### src/rtl/phase_track_pkg.sv
package phase_track_pkg;
  typedef enum logic [1:0] {
    STEP_NONE = 2'd0,
    STEP_UP   = 2'd1,
    STEP_DOWN = 2'd2
  } step_e;
endpackage

### src/rtl/ptk_edge_locator.sv
module ptk_edge_locator #(
  parameter int NS = 8,
  localparam int IW = $clog2(NS)
) (
  input  logic [NS-1:0] word,
  input  logic          prev_last,
  output logic          found,
  output logic [IW-1:0] idx
);
  logic [NS-1:0] diff;

  generate
    for (genvar g = 0; g < NS; g++) begin : g_diff
      if (g == 0) begin : g_wrap
        assign diff[g] = word[0] ^ prev_last;
      end else begin : g_inner
        assign diff[g] = word[g] ^ word[g-1];
      end
    end
  endgenerate

  // lowest transition index wins
  always_comb begin
    found = |diff;
    idx   = '0;
    for (int i = NS - 1; i >= 0; i--) begin
      if (diff[i]) idx = IW'(i);
    end
  end
endmodule

### src/rtl/ptk_loop_filter.sv
module ptk_loop_filter
  import phase_track_pkg::*;
#(
  parameter int NS     = 8,
  parameter int THRESH = 16,
  parameter int SETTLE = 8,
  localparam int IW = $clog2(NS),
  localparam int AW = $clog2(THRESH) + 3,
  localparam int GW = $clog2(SETTLE + 1)
) (
  input  logic          clk,
  input  logic          rst_n,
  input  logic          word_en,
  input  logic          edge_found,
  input  logic [IW-1:0] edge_idx,
  output logic          step_up,
  output logic          step_dn
);
  localparam logic signed [AW-1:0] TH_POS = AW'(THRESH);
  localparam logic signed [AW-1:0] TH_NEG = -TH_POS;
  localparam logic signed [AW-1:0] SPAN   = AW'(NS);
  localparam logic [IW-1:0]        HALF   = IW'(NS / 2);
  localparam logic [GW-1:0]        GFULL  = GW'(SETTLE);

  logic signed [AW-1:0] acc_q, acc_d, err, sum;
  logic [GW-1:0]        gap_q, gap_d;
  step_e                step_d;
  logic                 up_q, dn_q;
  logic                 settled;

  always_comb begin
    err = '0;
    if (edge_found) begin
      err = $signed({{(AW-IW){1'b0}}, edge_idx});
      if (edge_idx >= HALF) err = err - SPAN;
    end
    sum     = acc_q + err;
    settled = (gap_q == GFULL);
  end

  always_comb begin
    acc_d  = acc_q;
    gap_d  = gap_q;
    step_d = STEP_NONE;
    if (word_en) begin
      acc_d = sum;
      if (!settled) gap_d = gap_q + GW'(1);
      if (sum >= TH_POS) begin
        if (settled) begin
          step_d = STEP_UP;
          acc_d  = '0;
          gap_d  = '0;
        end else begin
          acc_d = TH_POS;
        end
      end else if (sum <= TH_NEG) begin
        if (settled) begin
          step_d = STEP_DOWN;
          acc_d  = '0;
          gap_d  = '0;
        end else begin
          acc_d = TH_NEG;
        end
      end
    end
  end

  always_ff @(posedge clk or negedge rst_n) begin
    if (!rst_n) begin
      acc_q <= '0;
      gap_q <= GFULL;
      up_q  <= 1'b0;
      dn_q  <= 1'b0;
    end else begin
      acc_q <= acc_d;
      gap_q <= gap_d;
      up_q  <= (step_d == STEP_UP);
      dn_q  <= (step_d == STEP_DOWN);
    end
  end

  assign step_up = up_q;
  assign step_dn = dn_q;
endmodule

### src/rtl/ptk_pattern_lock.sv
module ptk_pattern_lock #(
  parameter int PW    = 32,
  parameter int LOCKN = 32,
  localparam int PIW = $clog2(PW),
  localparam int CW  = $clog2(LOCKN + 1)
) (
  input  logic          clk,
  input  logic          rst_n,
  input  logic          word_en,
  input  logic          train_en,
  input  logic          rx_bit,
  input  logic [PW-1:0] pattern,
  output logic          locked
);
  localparam logic [PIW-1:0] PLAST = PIW'(PW - 1);
  localparam logic [CW-1:0]  CFULL = CW'(LOCKN);

  logic [PIW-1:0] ptr_q, ptr_d;
  logic [CW-1:0]  cnt_q, cnt_d;
  logic           lock_q, lock_d;

  always_comb begin
    ptr_d  = ptr_q;
    cnt_d  = cnt_q;
    lock_d = lock_q;
    if (!train_en) begin
      ptr_d = '0;
      cnt_d = '0;
    end else if (word_en) begin
      ptr_d = (ptr_q == PLAST) ? '0 : ptr_q + PIW'(1);
      if (rx_bit == pattern[ptr_q]) begin
        if (cnt_q != CFULL) cnt_d = cnt_q + CW'(1);
        if (cnt_q >= CFULL - CW'(1)) lock_d = 1'b1;
      end else begin
        cnt_d  = '0;
        lock_d = 1'b0;
      end
    end
  end

  always_ff @(posedge clk or negedge rst_n) begin
    if (!rst_n) begin
      ptr_q  <= '0;
      cnt_q  <= '0;
      lock_q <= 1'b0;
    end else begin
      ptr_q  <= ptr_d;
      cnt_q  <= cnt_d;
      lock_q <= lock_d;
    end
  end

  assign locked = lock_q;
endmodule

### src/rtl/oversample_phase_tracker.sv
module oversample_phase_tracker #(
  parameter int NSAMP        = 8,
  parameter int STEP_THRESH  = 16,
  parameter int SETTLE_WORDS = 8,
  parameter int PAT_LEN      = 32,
  parameter int LOCK_RUN     = 32
) (
  input  logic               clk,
  input  logic               rst_n,
  input  logic               samp_valid,
  input  logic [NSAMP-1:0]   samp_word,
  input  logic               train_en,
  input  logic [PAT_LEN-1:0] train_pattern,
  output logic               bit_out,
  output logic               bit_valid,
  output logic               locked,
  output logic               phase_inc,
  output logic               phase_dec
);
  // NSAMP is a power of two so the index sum wraps naturally
  localparam int IW = $clog2(NSAMP);
  localparam logic [IW-1:0] HALF = IW'(NSAMP / 2);

  logic          prev_last_q, prev_last_d;
  logic [IW-1:0] sel_q, sel_d;
  logic          bit_q, bit_d;
  logic          bv_q;
  logic          edge_found;
  logic [IW-1:0] edge_idx;
  logic          rx_bit;

  ptk_edge_locator #(.NS(NSAMP)) u_edges (
    .word      (samp_word),
    .prev_last (prev_last_q),
    .found     (edge_found),
    .idx       (edge_idx)
  );

  always_comb begin
    sel_d       = sel_q;
    prev_last_d = prev_last_q;
    if (samp_valid) begin
      if (edge_found) sel_d = edge_idx + HALF;
      prev_last_d = samp_word[NSAMP-1];
    end
    rx_bit = samp_word[sel_d];
    bit_d  = samp_valid ? rx_bit : bit_q;
  end

  always_ff @(posedge clk or negedge rst_n) begin
    if (!rst_n) begin
      prev_last_q <= 1'b0;
      sel_q       <= HALF;
      bit_q       <= 1'b0;
      bv_q        <= 1'b0;
    end else begin
      prev_last_q <= prev_last_d;
      sel_q       <= sel_d;
      bit_q       <= bit_d;
      bv_q        <= samp_valid;
    end
  end

  ptk_loop_filter #(
    .NS     (NSAMP),
    .THRESH (STEP_THRESH),
    .SETTLE (SETTLE_WORDS)
  ) u_filter (
    .clk        (clk),
    .rst_n      (rst_n),
    .word_en    (samp_valid),
    .edge_found (edge_found),
    .edge_idx   (edge_idx),
    .step_up    (phase_inc),
    .step_dn    (phase_dec)
  );

  ptk_pattern_lock #(
    .PW    (PAT_LEN),
    .LOCKN (LOCK_RUN)
  ) u_lock (
    .clk      (clk),
    .rst_n    (rst_n),
    .word_en  (samp_valid),
    .train_en (train_en),
    .rx_bit   (rx_bit),
    .pattern  (train_pattern),
    .locked   (locked)
  );

  assign bit_out   = bit_q;
  assign bit_valid = bv_q;
endmodule

### config.mk
export PLATFORM = sky130hd
export DESIGN_NAME = oversample_phase_tracker
export DESIGN_NICKNAME = d
export VERILOG_FILES = /design/src/rtl/phase_track_pkg.sv /design/src/rtl/ptk_edge_locator.sv /design/src/rtl/ptk_loop_filter.sv /design/src/rtl/ptk_pattern_lock.sv /design/src/rtl/oversample_phase_tracker.sv
export SDC_FILE = /design/constraint.sdc
export NUM_CORES = 1
export LEC_CHECK = 0
export CAP_MARGIN = 20
export CELL_PAD_IN_SITES_DETAIL_PLACEMENT = 1
export CELL_PAD_IN_SITES_GLOBAL_PLACEMENT = 1
export CORE_MARGIN = 3
export CORE_UTILIZATION = 39
export DETAILED_ROUTE_END_ITERATION = 10
export GPL_TIMING_DRIVEN = 0
export MAX_ROUTING_LAYER = met4
export PLACE_DENSITY = 0.85
export SETUP_SLACK_MARGIN = 0.3
export SLEW_MARGIN = 20
export SYNTH_ARGS = -nofsm -noshare
export SYNTH_HDL_FRONTEND = slang
export SYNTH_SLANG_ARGS = --single-unit
export TNS_END_PERCENT = 10
### constraint.sdc
create_clock -name clk -period 4.25 [get_ports clk]
set_clock_uncertainty 0.1 [all_clocks]
set_input_delay 1.275 -clock clk [delete_from_list [all_inputs] [get_ports clk]]
set_output_delay 1.275 -clock clk [all_outputs]
set_load 0.005 [all_outputs]
# Yosys cells after proc, flatten, opt, wreduce, memory -nomap -nowiden
# Cells that the tools add are included.
word_totals:
  out_inout_bits: 5
  romBits: 0
  mem_bits_rw: 0
  latch_bits: 0
  n_memories: 0
  register_bits: 31
op_classes:
  mul: 0
  bitwise_logic: 8
  n_reduce_logical: 3
  n_lt_le_gt_ge: 6
  eq_ne: 9
  addsub: 6
  div_mod_pow: 0
  mux: 38
  shifts: 0
ops:
  columns: ["op", "n"]
  rows:
  - ["2-to-1 mux 7 bit", 5]
  - ["2-to-1 mux 3 bit", 10]
  - ["2-to-1 mux 6 bit", 4]
  - ["2-to-1 mux 5 bit", 4]
  - ["2-to-1 mux 4 bit", 4]
  - ["2-to-1 mux 2 bit", 4]
  - ["OR reduction 8 bit", 1]
  - ["bitwise XOR 1 bit", 8]
  - ["adder 7 bit", 1]
  - [">= comparator 7 x 6 -> 1 bit, second input constant", 1]
  - ["<= comparator 7 x 5 -> 1 bit, second input constant", 1]
  - ["adder 6 x 1 -> 6 bit, second input constant", 1]
  - [">= comparator 6 x 5 -> 1 bit, second input constant", 1]
  - ["< comparator 5 x 6 -> 1 bit, second input constant", 1]
  - ["!= test 6 bit, second input constant", 1]
  - ["adder 5 x 1 -> 5 bit, second input constant", 1]
  - ["binary-select mux 1 bit (select 5 bit)", 1]
  - ["== test 5 bit, second input constant", 1]
  - ["2-to-1 mux 1 bit", 5]
  - ["subtractor 3 x 4 -> 5 bit, second input constant", 1]
  - ["adder 4 x 1 -> 4 bit, second input constant", 1]
  - ["== test 4 bit, second input constant", 1]
  - ["< comparator 3 x 4 -> 1 bit, second input constant", 1]
  - ["!= test 2 bit, second input constant", 2]
  - ["9 further kinds", 9]

# Depth between registers and ports, before layout
# Gate-level depths: netlist (run 1).
logic_depth:
  ltp_word: 18
  ltp_mapped: 19
  depth_no_buf: 18

# Cells and area by module
# From an unflattened synthesis (run 1), not the netlist that was laid out.
hier_totals:
  hier_cells: 305
  hier_area_um2: 2776.4
modules_own_cells:
  columns: ["mod", "instances", "seq_area_each_um2", "area_per_inst_um2", "cells_each"]
  rows:
  - ["ptk_loop_filter", 1, 326.6, 1089.8, 119]
  - ["ptk_pattern_lock", 1, 300.3, 1046.0, 113]
  - ["oversample_phase_tracker", 1, 151.4, 450.4, 41]
  - ["ptk_edge_locator", 1, 0.0, 190.2, 32]

# Least setup slack after synthesis (run 1)
# OpenSTA, ideal clock, no wires.
synth_path:
  path_kind: "input to register"
  from: "in samp_word[7]"
  to: "reg u_filter.acc_q[4]"
  path_slack_ns: -0.397
  stages: 18
  t_arrival_ns: 4.422
  setup_time_ns: 0.125
  cell_sequence: "nor2b_1 -> o21ai_0 -> o21ai_0 -> nor2_1 -> inv_1 -> ha_1 -> fa_1 -> a21o_1 -> a21oi_1 -> o21bai_1 -> a21oi_1 -> xnor2_2 -> ha_1 -> a41oi_1 -> nand2b_1 -> buf_4 -> mux2i_1 -> mux2_2"
synth_between:
  elab_chain_cells: 16
  elab_cells_between_ends: 19
  classes_between: "add/sub (2); order compare (3); mux (12); bitwise (1); reduce/logical (1)"
synth_lines:
  columns: ["item", "line", "text"]
  rows:
  - ["start: declaration", "oversample_phase_tracker.sv:11", "input logic [NSAMP-1:0] samp_word,"]
  - ["bitwise XOR 1 bit (*)", "ptk_edge_locator.sv:17", "assign diff[g] = word[g] ^ word[g-1];"]
  - ["2-to-1 mux 3 bit (8 in a row)", "ptk_edge_locator.sv:27", "if (diff[i]) idx = IW'(i);"]
  - ["subtractor 3 x 4 -> 5 bit / >= comparator 3 bit (equally long branches)", "ptk_loop_filter.sv:35", "if (edge_idx >= HALF) err = err - SPAN;"]
  - ["2-to-1 mux 7 bit", "ptk_loop_filter.sv:35", null]
  - ["2-to-1 mux 7 bit (*)", "ptk_loop_filter.sv:33", "if (edge_found) begin"]
  - ["adder 7 bit (*)", "ptk_loop_filter.sv:37", "sum = acc_q + err;"]
  - ["<= comparator 7 x 5 -> 1 bit", "ptk_loop_filter.sv:56", "end else if (sum <= TH_NEG) begin"]
  - ["2-to-1 mux 7 bit", "ptk_loop_filter.sv:56", null]
  - ["2-to-1 mux 7 bit (*)", "ptk_loop_filter.sv:48", "if (sum >= TH_POS) begin"]
  - ["end signal: assignment", "ptk_loop_filter.sv:70", "acc_q <= '0;"]
  - ["end signal: assignment", "ptk_loop_filter.sv:75", "acc_q <= acc_d;"]
  - ["end: declaration", "ptk_loop_filter.sv:25", "logic signed [AW-1:0] acc_q, acc_d, err, sum;"]
# Every way passes the cells marked *; elsewhere a longest branch is shown, timed or not.
# A chain may end at the register's enable or synchronous reset.

# Final worst setup path (run 1)
layout_path:
  from: "in samp_word[3]"
  to: "reg u_filter.acc_q[4]"
layout_between:
  elab_chain_cells: 13
  elab_cells_between_ends: 17
  classes_between: "add/sub (2); order compare (3); mux (9); bitwise (2); reduce/logical (1)"
layout_lines:
  columns: ["item", "line"]
  rows:
  - ["bitwise XOR 1 bit", "ptk_edge_locator.sv:17"]
  - ["2-to-1 mux 3 bit (5 in a row)", "ptk_edge_locator.sv:27"]
  - ["subtractor 3 x 4 -> 5 bit / >= comparator 3 bit (equally long branches)", "ptk_loop_filter.sv:35"]
  - ["2-to-1 mux 7 bit", "ptk_loop_filter.sv:35"]
  - ["2-to-1 mux 7 bit (*)", "ptk_loop_filter.sv:33"]
  - ["adder 7 bit (*)", "ptk_loop_filter.sv:37"]
  - ["<= comparator 7 x 5 -> 1 bit", "ptk_loop_filter.sv:56"]
  - ["2-to-1 mux 7 bit", "ptk_loop_filter.sv:56"]
  - ["2-to-1 mux 7 bit (*)", "ptk_loop_filter.sv:48"]
# Marked as above.

==> results of run 1 <==
cells in the mapped netlist (2+ instances only):
cell       number  share of area [%]
a311oi_1        3                1.1
nand2b_1        3               0.78
nor4_1          3               0.78
o2bb2ai_1       3                1.1
or3_1           5                1.3
nor2_1         14                2.2
a21oi_1        17                3.5
clkbuf_1        4               0.63
ha_1           14                7.3
inv_1          14                2.2
mux4_1          2                2.2
dfstp_2         2                2.2
nand3_1        10                2.1
and3b_1         2               0.73
xnor2_1         4                1.5
nand2_1        18                2.8
mux2i_1         5                2.1
o21bai_1        2               0.63
xnor2_2         2                1.4
a41oi_1         2               0.73
mux2_2          5                2.3
nand3b_1        2               0.63
nor2b_1         8                2.1
dfrtp_1        29                 30
o21ai_0        10                2.1
a21boi_0        3               0.94
buf_1           2               0.31
a31oi_1         4                1.0
mux4_2          5                4.7
a22oi_1         3               0.94
nor3_1          8                1.7
a21o_1          6                1.9
and3_1          4                1.0
nand4_1         2               0.52
state kept, by name (all words and copies together), names as in the netlist:
name,count
prev_last_q,1
u_filter.acc_q,7
u_lock.cnt_q,6
sel_q,3
u_filter.step_up,1
bit_out,1
bit_valid,1
u_filter.gap_q,4
u_lock.ptr_q,5
u_lock.locked,1
u_filter.step_dn,1
kinds of logic after synthesis:
family / Yosys count
adder cells (fa/ha/maj): 15
flip-flops: 31
AND/OR/NAND/NOR: 87
buffers and inverters: 23
XOR/XNOR: 8
AO/OA/AOI/OAI: 66
multiplexers: 19
power by group through the flow:
stage	logic (mW)	registers, mW	clock network, mW
2_1_floorplan	0.406	0.401	0
3_3_place_gp	0.531	0.411	0
3_5_place_dp	0.551	0.414	0
4_1_cts	0.687	0.412	0.268
5_1_grt	0.809	0.420	0.284
6_report	0.737	0.413	0.268
layout by cell type, fill, tap and decap left out, types with 6 or more instances in the layout:
cell type,instances
nand3_1,9
a21o_1,6
a21oi_1,13
clkdlybuf4s50_1,39
nand2_1,16
buf_4,20
nor3_1,6
nor2b_1,7
ha_1,13
nor2_1,12
dfrtp_1,29
inv_1,14
clkbuf_8,7
repair_timing:
| action | CTS | global route |
|---|---|---|
| setup endpoints to repair | 13 | 10 |
| pin swaps | 20 | 19 |
| gates cloned | 0 | 0 |
| gates resized for setup | 73 | 17 |
| setup buffers | 13 | 5 |
metrics by stage:
stage,utilization (%),setup TNS [ns],hold slack [ns],setup slack [ns]
floorplan,-,-0.1975,0.3581,-0.1597
global placement,52.47,-8.056,0.3819,-1.059
finish,59.48,-0.08223,0.4058,-0.07168
global route,59.48,-1.271,0.4380,-0.2482
detailed placement,52.38,-9.434,0.4000,-1.186
CTS,57.77,-0.01606,0.4155,-0.01606
layout make-up:
cell class / instances / area, um^2 / share of cell area [%]
Sequential cell: 31 / 778.2 / 22.92
Tap cell: 72 / 90.09 / 2.653
Timing Repair Buffer: 66 / 624.3 / 18.39
Inverter: 14 / 52.55 / 1.548
Multi-Input combinational cell: 195 / 1700 / 50.07
Clock buffer: 8 / 100.1 / 2.948
Buffer: 9 / 50.05 / 1.474
final timing paths:
kind	startpoint	endpoint	slack (ns)	depth (start not counted)
worst min-delay path	u_filter.acc_q[2]	u_filter.acc_q[2]	0.41	1
max in group asynchronous	rst_n	bit_valid	2.64	1
worst max register to register	prev_last_q	u_filter.acc_q[4]	0.63	18
min in group asynchronous	rst_n	u_lock.ptr_q[0]	0.94	1
worst min register to register	u_filter.acc_q[2]	u_filter.acc_q[2]	0.41	1
worst max-delay path	samp_word[3]	u_filter.acc_q[4]	-0.07	19
layer usage:
metal	vias up	share of wire, %
met5	-	0
met4	0	1.6
met3	12	2.2
met2	30	53
met1	1165	43
li1	1070	-
==> flow_summary.yaml, run 1 <==
status:
  outcome: "finished with violations"
  violations: "setup timing"
global_routing:
  overflow: 0
  grt_util_met1_pct: 25.74
  antenna_found_initial: 0
  grtUsageMet3_pct: 4.122
  grt_max_degree: 32
  grtUsageTotal_pct: 22.34
  grt_pass1_wl_um: 12290
  gr-usage-met2_pct: 39.53
  grt_pass1_vias: 2466
  grt.busiest_layer: "met2"
logic_synthesis:
  synth_xor_area_share_pct: 3.862
  ys_types: 63
  synth_nets: 308
  ys_ff_latch: 31
  synth_edf_count: 0
  synth_simple_gate_area_share_pct: 19.36
  syn-cell-area_um2: 2397
  syn_area_per_cell_um2: 9.628
  synth-async-reset-ratio_pct: 100.0
  synth_compound_area_share_pct: 19.52
  synth.area.mux_share_pct: 12.53
  synthesis.instances: 249
  synthAdderAreaFrac_pct: 8.142
  synth_flop_cell: "dfrtp_1"
  yosysWarnings: 0
  synth_top_family_by_area: "compound AO/OA/AOI/OAI gates"
  ys_seq_area_share_pct: 32.46
route:
  drt-initial-drc-count: 86
  detail-route-antenna-nets: 0
  drtPass1Iterations: 4
  routed_wl_um: 7829
  vias: 2277
  vias_per_cell: 5.765
  avgRoutedWirePerCell_um: 19.82
  drc: 0
clocking:
  clkLatencyLatePin_ns: 0.29
  cts_root_buf: "clkbuf_8"
  clockBufferDepth: 2
  ctsHoldBuffers: 0
  cts_tree: "yes"
  clk_pin_slew_ns: 0.07
  clock-sinks: 31
  cts_made_buffers: 5
  htree_levels: 2
pwr:
  ir_worst_vdd_v: 0.0003411
  p_int_mw: 0.8707
  leakagePower_nw: 1.455
  p_sw_mw: 0.5471
  swShare_pct: 38.59
  power_density_nw_per_um2: 417.5
  power_mw: 1.418
  clock_power_share_pct: 18.9
  p_comb_share_pct: 52.0
  pwr-share-seq_pct: 29.1
die:
  die_area_um2: 7123
  rows: 27
  start_util_pct: 41.99
  io_pins: 49
  die_h_um: 84.40
  die_w_um: 84.40
  core_area_um2: 5709
finish:
  layout.nets: 381
  stdcell_count: 395
  num_antenna_cells: 0
  area_growth_pct: 41.65
  layout-drive-gt1-share_pct: 28.48
  final_area_um2: 3396
  fillers: 630
placed_design:
  dp_hpwl_um: 5062
  dpl-instance-area_um2: 2990
  portBuffers: 48
  gp_congestion: 0.8353
  dp_cells: 369
flow_run:
  cap_violations: 0
timing:
  drv_slew: 0
  finalCriticalPeriod_ns: 4.322
  relSlewSlack_pct: 51.33
  worst_pin_slew_ns: 0.7301
  worst_slack_ns: -0.07168
  fmax_ghz: 0.2314
  min_period_over_period_pct: 101.7
  setup_viol: 2
  finalHoldViolCount: 0
  rsz0062_at_grt: "yes"
setup_path:
  crit_fanout: 5
  worst_ep_arrival_time_ns: 4.40
  critPathLaunchType: "primary input"
  crit_chain: "buf_12 > nor2b_4 > o21ai_2 > o21ai_2 > nor2_1 > inv_1 > ha_2 > fa_2 > a21o_1 > a21oi_2 > buf_4 > xnor2_2 > nor2_1 > ha_1 > a41oi_4 > nand2b_1 > buf_6 > mux2i_2 > mux2_4"
  end_kind: "flip-flop"
  worst_path_max_delay_cell: "fa_2"
  critPathKind: "primary input to flip-flop"
  critical-path-top-delay-family: "adder cells"
  cp_slowest_stage_delay_ns: 0.35
  path_buf_inv: 4
  crit_required_ns: 4.33
hold_path:
  hold_class: "flip-flop to flip-flop"
Note: power is estimated with default switching activity, not from simulation.
==> inputs of run 2 (changes only) <==
CORE_ASPECT_RATIO = 2   (was default)
CORE_UTILIZATION = 41   (was 39)
CTS_BUF_LIST = sky130_fd_sc_hd__clkbuf_4   (was default)
PLACE_DENSITY = 0.88   (was 0.85)
==> run 2 against run 1 <==
The run now ends clean. Combinational power up 11%. Power up 3.3%. Die area down 3.7%. Cell count down 3.5%. Worst hold slack about the same. Register-to-register slack better by 0.05 ns. Critical path type unchanged. Largest cell class unchanged.
==> flow_summary.yaml, run 2 (same netlist as run 1, synthesis figures left out) <==
placed_design:
  pre_cts_ws_ns: -1.223
  portBuffers: 48
  dpl-instance-area_um2: 2975
  gp_congestion: 0.7781
  dp_cells: 357
  dp_hpwl_um: 5412
clocking:
  clk_pin_slew_ns: 0.11
  clkLatencyLatePin_ns: 0.35
  htree_levels: 2
  clockBufferDepth: 2
  cts_made_buffers: 5
  cts_tree: "yes"
  ctsHoldBuffers: 0
  clock-sinks: 31
  cts_root_buf: "clkbuf_4"
finish:
  layout-drive-gt1-share_pct: 27.19
  area_growth_pct: 40.34
  final_util_pct: 60.48
  largest_register: "u_filter.acc_q"
  largestRegisters: "u_filter.acc_q: 7 flops, u_lock.cnt_q: 6 flops, u_lock.ptr_q: 5 flops"
  final_common_cell: "clkdlybuf4s50_1"
  stdcell_count: 381
  final_area_um2: 3364
  mostFrequentLayoutCells: "clkdlybuf4s50_1, dfrtp_1, nand2_1"
  largest_reg_flops: 7
  layout.nets: 378
  fillers: 620
setup_path:
  worst_ep_arrival_time_ns: 4.36
  worst_path_max_delay_cell: "a2111oi_4"
  crit_chain: "buf_8 > buf_6 > nand2_4 > a31oi_4 > a2111oi_4 > ha_1 > a21o_1 > a21oi_2 > o21bai_1 > a21oi_2 > xor2_2 > nor2_2 > ha_1 > a41oi_4 > nand2b_4 > buf_6 > mux2i_1 > mux2_4"
  critical-path-top-delay-family: "compound AO/OA/AOI/OAI gates"
  crit_required_ns: 4.39
  critPathKind: "primary input to flip-flop"
  crit_fanout: 6
  end_kind: "flip-flop"
  path_buf_inv: 3
  cp_slowest_stage_delay_ns: 0.38
  critPathLaunchType: "primary input"
timing:
  relSlewSlack_pct: 51.63
  worst_pin_slew_ns: 0.7256
  rsz0062_at_grt: "yes"
  setup_viol: 0
  drv_slew: 0
  worst_slack_ns: 0.03401
  finalCriticalPeriod_ns: 4.216
  fmax_ghz: 0.2372
  finalHoldViolCount: 0
  min_period_over_period_pct: 99.20
  hold_ws_ns: 0.4062
global_routing:
  overflow: 0
  grt_max_degree: 32
  grt_pass1_vias: 2631
  grt_pass1_wl_um: 12630
  grtUsageTotal_pct: 25.08
  antenna_found_initial: 1
die:
  rows: 38
  start_util_pct: 43.09
  io_pins: 49
  die_w_um: 60.07
  die_h_um: 114.1
  die_area_um2: 6856
  core_area_um2: 5563
route:
  vias: 2312
  drc: 0
  drt-initial-drc-count: 98
  avgRoutedWirePerCell_um: 20.26
  routed_wl_um: 7719
  detail-route-antenna-nets: 0
  drtPass1Iterations: 4
  vias_per_cell: 6.068
pwr:
  power_density_nw_per_um2: 435.3
  leakagePower_nw: 1.436
  ir_worst_vdd_v: 0.0004176
flow_run:
  cap_violations: 0
status:
  outcome: "complete, no violations"
hold_path:
  hold_class: "flip-flop to flip-flop"
[run 2: changes by cell type in the layout (fill, tap and decap cells not counted), moves of 2 or more]
cell	change
buf_4	-6
clkbuf_4	+5
o2bb2ai_1	+2
o2bb2ai_2	-2
buf_6	+4
clkbuf_8	-7
buf_12	-2
[run 2: timing repair]
item	CTS	global route
buffers inserted	13	2
setup endpoints to repair	14	11
gates cloned	0	0
pin swaps	22	21
gates resized for setup	65	27
[run 2: cell type report]
class / count / area, um^2 / area share, %
diodes: 1 / 2.502 / 0.07438
plain buffers: 9 / 50.05 / 1.488
clock buffers: 5 / 37.54 / 1.116
clock inverters: 3 / 38.79 / 1.153
inverters: 14 / 52.55 / 1.562
multi-input cells: 195 / 1730 / 51.43
flip-flops and latches: 31 / 778.2 / 23.13
well taps: 60 / 75.07 / 2.231
repair buffers: 63 / 599.3 / 17.81
[run 2: path summary, 6_finish.rpt]
| kind | start | to | slack (ns) | cells past startpoint |
|---|---|---|---|---|
| max in group asynchronous | rst_n | bit_valid | 2.70 | 1 |
| min in group asynchronous | rst_n | u_filter.gap_q[1] | 0.87 | 1 |
| worst max register to register | prev_last_q | u_filter.acc_q[4] | 0.68 | 15 |
| worst min-delay path | u_filter.acc_q[2] | u_filter.acc_q[2] | 0.41 | 1 |
| worst min register to register | u_filter.acc_q[2] | u_filter.acc_q[2] | 0.41 | 1 |
| worst max-delay path | samp_word[6] | u_filter.acc_q[4] | 0.03 | 18 |
[run 2: per-stage QoR]
step,setup TNS (ns),power (mW)
global route,-0.4138,1.566
CTS,-0.1080,1.364
floorplan,-0.1975,0.8064
global placement,-8.949,0.9464
finish,0,1.465
detailed placement,-10.13,0.9853
[run 2: where the power goes]
group          switching (mW)  total [mW]  leakage (nW)  internal, mW
clock                   0.113       0.234        0.0426         0.121
combinational           0.400       0.816         0.998         0.416
sequential             0.0587       0.415         0.396         0.356
total                   0.572        1.46          1.44         0.893
[run 2: routing by layer]
metal,global-route usage [%],part of all wire [%]
met5,-,0
met4,11.83,2.9
met3,3.499,3.1
met2,46.39,59
met1,24.07,35
